==> src/rtl/iommu_dbg_pkg.sv <==
package iommu_dbg_pkg;

    localparam int unsigned REG_W         = 64;
    // control word layout
    localparam int unsigned CTL_GO_BIT    = 0;
    localparam int unsigned CTL_NW_BIT    = 3;
    localparam int unsigned CTL_PID_LSB   = 12;
    localparam int unsigned PID_W         = 20;
    localparam int unsigned CTL_DID_LSB   = 40;
    localparam int unsigned DID_W         = 24;
    // answer word layout
    localparam int unsigned RSP_FAULT_BIT = 0;
    localparam int unsigned RSP_SP_BIT    = 9;
    localparam int unsigned RSP_FIELD_LSB = 10;
    localparam int unsigned RSP_PPN_W     = 44;
    localparam int unsigned PAGE_SHIFT    = 12;
    localparam int unsigned CAUSE_W       = 10;
    // capability
    localparam int unsigned CAP_DBG_BIT   = 31;

    typedef enum logic [1:0] {
        PH_IDLE  = 2'd0,
        PH_ISSUE = 2'd1,
        PH_WAIT  = 2'd2
    } probe_phase_e;

    typedef struct packed {
        probe_phase_e phase;
    } probe_fsm_t;

    typedef struct packed {
        logic [REG_W-1:0] iova;
        logic             nw;
        logic [PID_W-1:0] pid;
        logic [DID_W-1:0] did;
        logic [REG_W-1:0] resp;
    } probe_regs_t;

endpackage

==> src/rtl/iommu_dbg_pack.sv <==
module iommu_dbg_pack
    import iommu_dbg_pkg::*;
#(
    parameter int unsigned         PA_W          = 56,
    parameter logic [CAUSE_W-1:0]  CAUSE_DMA_OFF = 10'd256
) (
    input  logic               fault,
    input  logic               ctx_miss,
    input  logic [CAUSE_W-1:0] cause,
    input  logic [PA_W-1:0]    paddr,
    output logic [REG_W-1:0]   word
);

    localparam int unsigned PPN_SRC_W = PA_W - PAGE_SHIFT;

    logic [RSP_PPN_W-1:0] ppn;
    logic                 unused_page_offset;

    assign unused_page_offset = ^paddr[PAGE_SHIFT-1:0];

    generate
        if (PPN_SRC_W >= RSP_PPN_W) begin : g_ppn_trunc
            assign ppn = paddr[PAGE_SHIFT +: RSP_PPN_W];
        end else begin : g_ppn_ext
            assign ppn = {{(RSP_PPN_W-PPN_SRC_W){1'b0}}, paddr[PA_W-1:PAGE_SHIFT]};
        end
    endgenerate

    always_comb begin
        word = '0;
        if (ctx_miss) begin
            word[RSP_FAULT_BIT]                  = 1'b1;
            word[RSP_FIELD_LSB +: CAUSE_W]       = CAUSE_DMA_OFF;
        end else if (fault) begin
            word[RSP_FAULT_BIT]                  = 1'b1;
            word[RSP_FIELD_LSB +: CAUSE_W]       = cause;
        end else begin
            word[RSP_FIELD_LSB +: RSP_PPN_W]     = ppn;
            word[RSP_SP_BIT]                     = 1'b0;
        end
    end

endmodule

==> src/rtl/iommu_dbg_fsm.sv <==
module iommu_dbg_fsm
    import iommu_dbg_pkg::*;
(
    input  logic clk,
    input  logic rst_n,
    input  logic start,
    input  logic xq_ready,
    input  logic xr_valid,
    output logic xq_valid,
    output logic busy,
    output logic done
);

    probe_fsm_t f_d, f_q;

    always_comb begin
        f_d = f_q;
        case (f_q.phase)
            PH_IDLE:  if (start)    f_d.phase = PH_ISSUE;
            PH_ISSUE: if (xq_ready) f_d.phase = PH_WAIT;
            PH_WAIT:  if (xr_valid) f_d.phase = PH_IDLE;
            default:                f_d.phase = PH_IDLE;
        endcase
    end

    always_ff @(posedge clk or negedge rst_n) begin
        if (!rst_n) begin
            f_q.phase <= PH_IDLE;
        end else begin
            f_q <= f_d;
        end
    end

    assign xq_valid = (f_q.phase == PH_ISSUE);
    assign busy     = (f_q.phase != PH_IDLE);
    assign done     = (f_q.phase == PH_WAIT) && xr_valid;

    AST_REQ_HOLD: assert property (@(posedge clk) disable iff (!rst_n)
        (xq_valid && !xq_ready) |=> xq_valid);
    AST_REQ_DROP: assert property (@(posedge clk) disable iff (!rst_n)
        (xq_valid && xq_ready) |=> !xq_valid);
    AST_DONE_FREES: assert property (@(posedge clk) disable iff (!rst_n)
        done |=> !busy);
    AST_START_ISSUES: assert property (@(posedge clk) disable iff (!rst_n)
        start |=> xq_valid);
    AST_ONE_OUTSTANDING: assert property (@(posedge clk) disable iff (!rst_n)
        start |-> !busy);

endmodule

==> src/rtl/iommu_dbg_regs.sv <==
module iommu_dbg_regs
    import iommu_dbg_pkg::*;
#(
    parameter int unsigned        ADDR_W   = 12,
    parameter logic [ADDR_W-1:0]  OFS_CAP  = 'h000,
    parameter logic [ADDR_W-1:0]  OFS_IOVA = 'h258,
    parameter logic [ADDR_W-1:0]  OFS_CTL  = 'h260,
    parameter logic [ADDR_W-1:0]  OFS_RESP = 'h268,
    parameter logic [REG_W-1:0]   CAP_BASE = '0
) (
    input  logic              clk,
    input  logic              rst_n,
    input  logic              wr_en,
    input  logic [ADDR_W-1:0] wr_addr,
    input  logic [REG_W-1:0]  wr_data,
    input  logic [ADDR_W-1:0] rd_addr,
    output logic [REG_W-1:0]  rd_data,
    input  logic              busy,
    input  logic              done,
    input  logic [REG_W-1:0]  done_word,
    output logic              start,
    output logic [REG_W-1:0]  req_iova,
    output logic              req_nw,
    output logic [PID_W-1:0]  req_pid,
    output logic [DID_W-1:0]  req_did,
    output logic [REG_W-1:0]  resp_word
);

    probe_regs_t r_d, r_q;
    logic [REG_W-1:0] ctl_view;
    logic [REG_W-1:0] cap_view;

    always_comb begin
        r_d   = r_q;
        start = 1'b0;
        if (done) begin
            r_d.resp = done_word;
        end
        if (wr_en && !busy) begin
            if (wr_addr == OFS_IOVA) begin
                r_d.iova = wr_data;
            end else if (wr_addr == OFS_CTL && wr_data[CTL_GO_BIT]) begin
                r_d.nw  = wr_data[CTL_NW_BIT];
                r_d.pid = wr_data[CTL_PID_LSB +: PID_W];
                r_d.did = wr_data[CTL_DID_LSB +: DID_W];
                start   = 1'b1;
            end
        end
    end

    always_ff @(posedge clk or negedge rst_n) begin
        if (!rst_n) begin
            r_q <= '0;
        end else begin
            r_q <= r_d;
        end
    end

    always_comb begin
        ctl_view                          = '0;
        ctl_view[CTL_GO_BIT]              = busy;
        ctl_view[CTL_NW_BIT]              = r_q.nw;
        ctl_view[CTL_PID_LSB +: PID_W]    = r_q.pid;
        ctl_view[CTL_DID_LSB +: DID_W]    = r_q.did;
        cap_view                          = CAP_BASE;
        cap_view[CAP_DBG_BIT]             = 1'b1;
    end

    always_comb begin
        rd_data = '0;
        if (rd_addr == OFS_CAP)       rd_data = cap_view;
        else if (rd_addr == OFS_IOVA) rd_data = r_q.iova;
        else if (rd_addr == OFS_CTL)  rd_data = ctl_view;
        else if (rd_addr == OFS_RESP) rd_data = r_q.resp;
    end

    assign req_iova  = r_q.iova;
    assign req_nw    = r_q.nw;
    assign req_pid   = r_q.pid;
    assign req_did   = r_q.did;
    assign resp_word = r_q.resp;

    AST_IOVA_LOCKED: assert property (@(posedge clk) disable iff (!rst_n)
        (busy && wr_en && wr_addr == OFS_IOVA) |=> $stable(r_q.iova));
    AST_CTL_LOCKED: assert property (@(posedge clk) disable iff (!rst_n)
        (busy && wr_en && wr_addr == OFS_CTL) |=> ($stable(r_q.pid) && $stable(r_q.did) && $stable(r_q.nw)));
    AST_RESP_HELD: assert property (@(posedge clk) disable iff (!rst_n)
        !done |=> $stable(r_q.resp));
    AST_CAP_DBG: assert property (@(posedge clk) disable iff (!rst_n)
        (rd_addr == OFS_CAP) |-> rd_data[CAP_DBG_BIT]);

endmodule

==> src/rtl/iommu_dbg_probe.sv <==
module iommu_dbg_probe
    import iommu_dbg_pkg::*;
#(
    parameter int unsigned        ADDR_W        = 12,
    parameter int unsigned        PA_W          = 56,
    parameter logic [ADDR_W-1:0]  OFS_CAP       = 'h000,
    parameter logic [ADDR_W-1:0]  OFS_IOVA      = 'h258,
    parameter logic [ADDR_W-1:0]  OFS_CTL       = 'h260,
    parameter logic [ADDR_W-1:0]  OFS_RESP      = 'h268,
    parameter logic [63:0]        CAP_BASE      = '0,
    parameter logic [9:0]         CAUSE_DMA_OFF = 10'd256
) (
    input  logic              clk,
    input  logic              rst_n,
    input  logic              mmio_wr_en,
    input  logic [ADDR_W-1:0] mmio_wr_addr,
    input  logic [63:0]       mmio_wr_data,
    input  logic [ADDR_W-1:0] mmio_rd_addr,
    output logic [63:0]       mmio_rd_data,
    output logic              xq_valid,
    input  logic              xq_ready,
    output logic [63:0]       xq_iova,
    output logic [23:0]       xq_dev_id,
    output logic [19:0]       xq_proc_id,
    output logic              xq_read_only,
    input  logic              xr_valid,
    input  logic              xr_fault,
    input  logic              xr_ctx_miss,
    input  logic [9:0]        xr_cause,
    input  logic [PA_W-1:0]   xr_paddr
);

    logic             start;
    logic             busy;
    logic             done;
    logic             req_nw;
    logic [REG_W-1:0] done_word;
    logic [REG_W-1:0] resp_word;

    iommu_dbg_fsm u_fsm (
        .clk      (clk),
        .rst_n    (rst_n),
        .start    (start),
        .xq_ready (xq_ready),
        .xr_valid (xr_valid),
        .xq_valid (xq_valid),
        .busy     (busy),
        .done     (done)
    );

    iommu_dbg_pack #(
        .PA_W          (PA_W),
        .CAUSE_DMA_OFF (CAUSE_DMA_OFF)
    ) u_pack (
        .fault    (xr_fault),
        .ctx_miss (xr_ctx_miss),
        .cause    (xr_cause),
        .paddr    (xr_paddr),
        .word     (done_word)
    );

    iommu_dbg_regs #(
        .ADDR_W   (ADDR_W),
        .OFS_CAP  (OFS_CAP),
        .OFS_IOVA (OFS_IOVA),
        .OFS_CTL  (OFS_CTL),
        .OFS_RESP (OFS_RESP),
        .CAP_BASE (CAP_BASE)
    ) u_regs (
        .clk       (clk),
        .rst_n     (rst_n),
        .wr_en     (mmio_wr_en),
        .wr_addr   (mmio_wr_addr),
        .wr_data   (mmio_wr_data),
        .rd_addr   (mmio_rd_addr),
        .rd_data   (mmio_rd_data),
        .busy      (busy),
        .done      (done),
        .done_word (done_word),
        .start     (start),
        .req_iova  (xq_iova),
        .req_nw    (req_nw),
        .req_pid   (xq_proc_id),
        .req_did   (xq_dev_id),
        .resp_word (resp_word)
    );

    assign xq_read_only = req_nw;

    AST_FAULT_FLAG: assert property (@(posedge clk) disable iff (!rst_n)
        (done && (xr_fault || xr_ctx_miss)) |=> resp_word[RSP_FAULT_BIT]);
    AST_MISS_CAUSE: assert property (@(posedge clk) disable iff (!rst_n)
        (done && xr_ctx_miss) |=> (resp_word[RSP_FIELD_LSB +: CAUSE_W] == CAUSE_DMA_OFF));
    AST_OK_LOW_BITS: assert property (@(posedge clk) disable iff (!rst_n)
        (done && !xr_fault && !xr_ctx_miss) |=> (resp_word[RSP_FIELD_LSB-1:0] == '0));
    AST_EARLY_RESULT: assert property (@(posedge clk) disable iff (!rst_n)
        (xr_valid && xq_valid) |=> (busy && $stable(resp_word)));

endmodule

==> config.mk <==
export PLATFORM = sky130hd
export DESIGN_NAME = iommu_dbg_probe
export DESIGN_NICKNAME = d
export VERILOG_FILES = /design/src/rtl/iommu_dbg_pkg.sv /design/src/rtl/iommu_dbg_pack.sv /design/src/rtl/iommu_dbg_fsm.sv /design/src/rtl/iommu_dbg_regs.sv /design/src/rtl/iommu_dbg_probe.sv
export SDC_FILE = /design/constraint.sdc
export NUM_CORES = 1
export LEC_CHECK = 0
export ABC_AREA = 1
export BUFFER_PORTS_ARGS = -buffer_cell sky130_fd_sc_hd__clkbuf_2
export CAP_MARGIN = 15
export CORE_ASPECT_RATIO = 0.5
export CORE_MARGIN = 2
export CORE_UTILIZATION = 35
export CTS_BUF_LIST = sky130_fd_sc_hd__clkbuf_8
export DETAILED_ROUTE_END_ITERATION = 8
export GPL_TIMING_DRIVEN = 0
export SETUP_SLACK_MARGIN = 0.02
export SYNTH_ARGS = -nofsm -noshare
export SYNTH_HDL_FRONTEND = slang
export SYNTH_SLANG_ARGS = --single-unit
==> constraint.sdc <==
create_clock -name clk -period 3.1 [get_ports clk]
set_input_delay 0.155 -clock clk [delete_from_list [all_inputs] [get_ports clk]]
set_output_delay 0.155 -clock clk [all_outputs]
set_load 0.02 [all_outputs]
==> impl_metrics.yaml <==
setup_path:
  cp_num_cells: 8
  worstPathArrival_ps: 1770
  path_class: "in -> out"
  max_stage_delay_ps: 410
  worst-path-buf-inv: 3
  critPathSlowestCell: "clkbuf_1"
  worst_setup_path_end_kind: "output port"
  crit_fanout: 10
  required_ps: 2940
  crit_path_start_kind: "input port"
  reg2regPathDepth: 7
  crit_family: "simple AND/OR/NAND/NOR gates"
  crit_chain: "clkbuf_2, nor2_2, nand2_1, nor2_4, clkbuf_1, nand4_1, nand3_1, clkbuf_2"
  crit_top_cell: "clkbuf_2"
cts:
  cts_setup_buffers: 0
  cts_buffers: 17
  cts_root_buffer: "clkbuf_8"
  insertion_delay_ps: 480
  clockBufferDepth: 2
  numClockSinks: 156
  clkTransAtPathRegs_ps: 80
  htree_levels: 4
  cts_tree: "done"
place:
  hpwl_um: 20940
  pre_cts_slack_ps: 1207
  place.gp.congestion: 0.8782
  dp_cells: 1575
  port_buffers: 322
route:
  via_count: 8325
  wire_per_inst_um: 16.80
  viasPerCell: 4.832
  finalWirelength_um: 28940
  drc: 0
  drtIter0Drc: 646
  ant_nets: 0
  first_pass_iters: 5
timing:
  drv_slew: 0
  hold_violations: 0
  worst_pin_slew_ps: 634.1
  clock_skew_ps: 8.339
  finalWorstSetupSlack_ps: 1171
  finalCritPeriodShare: 0.6222
  clock.fmax_mhz: 518.4
  min_period_ps: 1929
  finalSetupViolations: 0
  rsz0062_at_grt: "no"
  whs_ps: 21.77
  relSlewSlack: 0.5773
synthesis:
  ys_warn_count: 0
  synth_top_area_cell: "dfrtp_1"
  syn-cell-area_um2: 7666
  yosysSeqAreaShare: 0.5092
  syn_nets: 1113
  synth_cell_types: 28
  ys_async_sr_fraction: 1.000
  post-synth-top-count-cell: "nand2_1"
  synth.top_cell.area_share: 0.5092
  synth_area_per_cell_um2: 8.053
  synth-main-ff-cell: "dfrtp_1"
  synthCells: 952
  ys_seq_elements: 156
  synth_common_cells: "269 x nand2_1, 156 x dfrtp_1, 127 x nand3_1, 102 x inv_1, 70 x o21ai_0"
  synth_edf_count: 0
  synth_area_leaders: "dfrtp_1 51%, nand2_1 13%, nand3_1 8.3%, inv_1 5.0%, o21ai_0 4.6%"
power:
  ir_worst_vdd_uv: 206.3
  leakage_nw: 6.488
  power_mw: 4.082
  powerDensity_nw_per_um2: 362.6
min_path:
  whs_path_depth: 3
  min_path_type: "in -> reg"
cells_and_area:
  areaGrowthSynthToFinish_pct: 46.84
  antenna_cells: 0
  n_fill_cell: 2100
  finalNonFillerCells: 1723
  nets: 1571
  final_core_util: 0.5215
  drive_above_1_share: 0.2966
global_routing:
  use_met1: 0.3322
  grt_start_max_net_pins: 101
  grt.overflow.total: 0
  grtUsageMet2: 0.4128
  grt.busiest_layer: "met2"
  grt_pass1_vias: 8142
  grt.met3_usage: 0.05271
  track_usage: 0.2512
  grt_pass1_wl_um: 43860
  antenna_found_initial: 0
outcome:
  outcome: "completed"
die:
  rows: 38
  start_util: 0.3551
  core_area_um2: 21590
  die_h_um: 108.7
  die_area_um2: 23180
  num_io_pins: 335
  die_w_um: 213.3
run:
  max_cap_viol_count: 0
==> kinds of logic after synthesis <==
kind of cell | Yosys count | share of synthesized area
compound gates | 121 | 0.09744
buf+inv | 170 | 0.1000
flops | 156 | 0.5092
mux | 10 | 0.01306
simple gates | 495 | 0.2802
==> worst register-to-register path, cell delays in order, from the launching register on <==
cell,delay (ps)
dfrtp_1,420
inv_2,50
nand2_1,120
nor2_1,80
nand3_1,90
buf_2,290
clkbuf_1,480
o21ai_0,160
==> placed cells by master (no fill, tap or decap), types with 2 or more instances in the layout <==
cell           count
nor3b_1            8
buf_6              6
o21ai_0           70
clkinv_4           3
clkbuf_1          14
nor2_1            60
inv_2              4
inv_1            103
dlygate4sd3_1    116
clkbuf_2         321
o31ai_1            2
nand4_1           15
o22ai_1            2
nand3_1          127
buf_4             12
bufinv_16          2
clkinv_2           4
nand2_2            9
nand2_1          269
a22o_1            34
dfrtp_1          156
mux2i_1           10
clkbuf_8          22
nor3_2             2
o21ai_1           11
buf_2             31
==> repair_timing <==
item	4_1_cts	5_1_grt
resized for setup	0	0
hold endpoints to repair	209	0
hold buffers	116	0
==> metal layers <==
| layer | vias up | wire length, µm |
|---|---|---|
| li1 | 3971 | - |
| met1 | 4038 | 12890 |
| met2 | 272 | 13870 |
| met3 | 44 | 1538 |
| met4 | 0 | 647 |
| met5 | - | 0 |
==> layout make-up <==
class	instances	area [µm²]	share of cell area
multi-input cells	626	2995	0.2661
clock inverters	11	117.6	0.01045
clock buffers	21	289.0	0.02568
inverters	107	401.6	0.03568
flip-flops and latches	156	3904	0.3468
repair buffers	439	2809	0.2495
plain buffers	63	365.4	0.03246
well taps	300	375.4	0.03334
==> through the flow <==
stage | TNS [ps] | area (µm²)
6_report | 0 | 11260
5_1_grt | 0 | 11260
4_1_cts | 0 | 11260
3_5_place_dp | 0 | 9689
3_3_place_gp | -153450 | 9653
2_1_floorplan | 0 | 7666
==> flip-flops by register name, indices dropped and copies added (netlist names) <==
name / cells
u_regs.req_iova: 64
u_regs.resp_word: 45
u_regs.req_did: 24
u_regs.req_pid: 20
u_fsm.f_q: 2
u_regs.req_nw: 1
==> report_power, final <==
part	internal [mW]	leakage (nW)	switching [mW]
Clock	0.796	0.213	0.806
Sequential	2.07	2.16	0.0226
Combinational	0.216	4.11	0.172
==> path summary, 6_finish.rpt <==
path	endpoint	startpoint	slack, ps
min in group asynchronous	u_regs.req_pid[0]	rst_n	210
max reg2reg	u_regs.req_iova[23]	u_fsm.f_q[1]	1280
min reg2reg	u_regs.resp_word[12]	u_regs.resp_word[12]	490
max	mmio_rd_data[47]	mmio_rd_addr[11]	1170
min	u_regs.resp_word[17]	xr_paddr[19]	20
max in group asynchronous	u_regs.resp_word[35]	rst_n	2010
(Power assumes the default switching activity.)
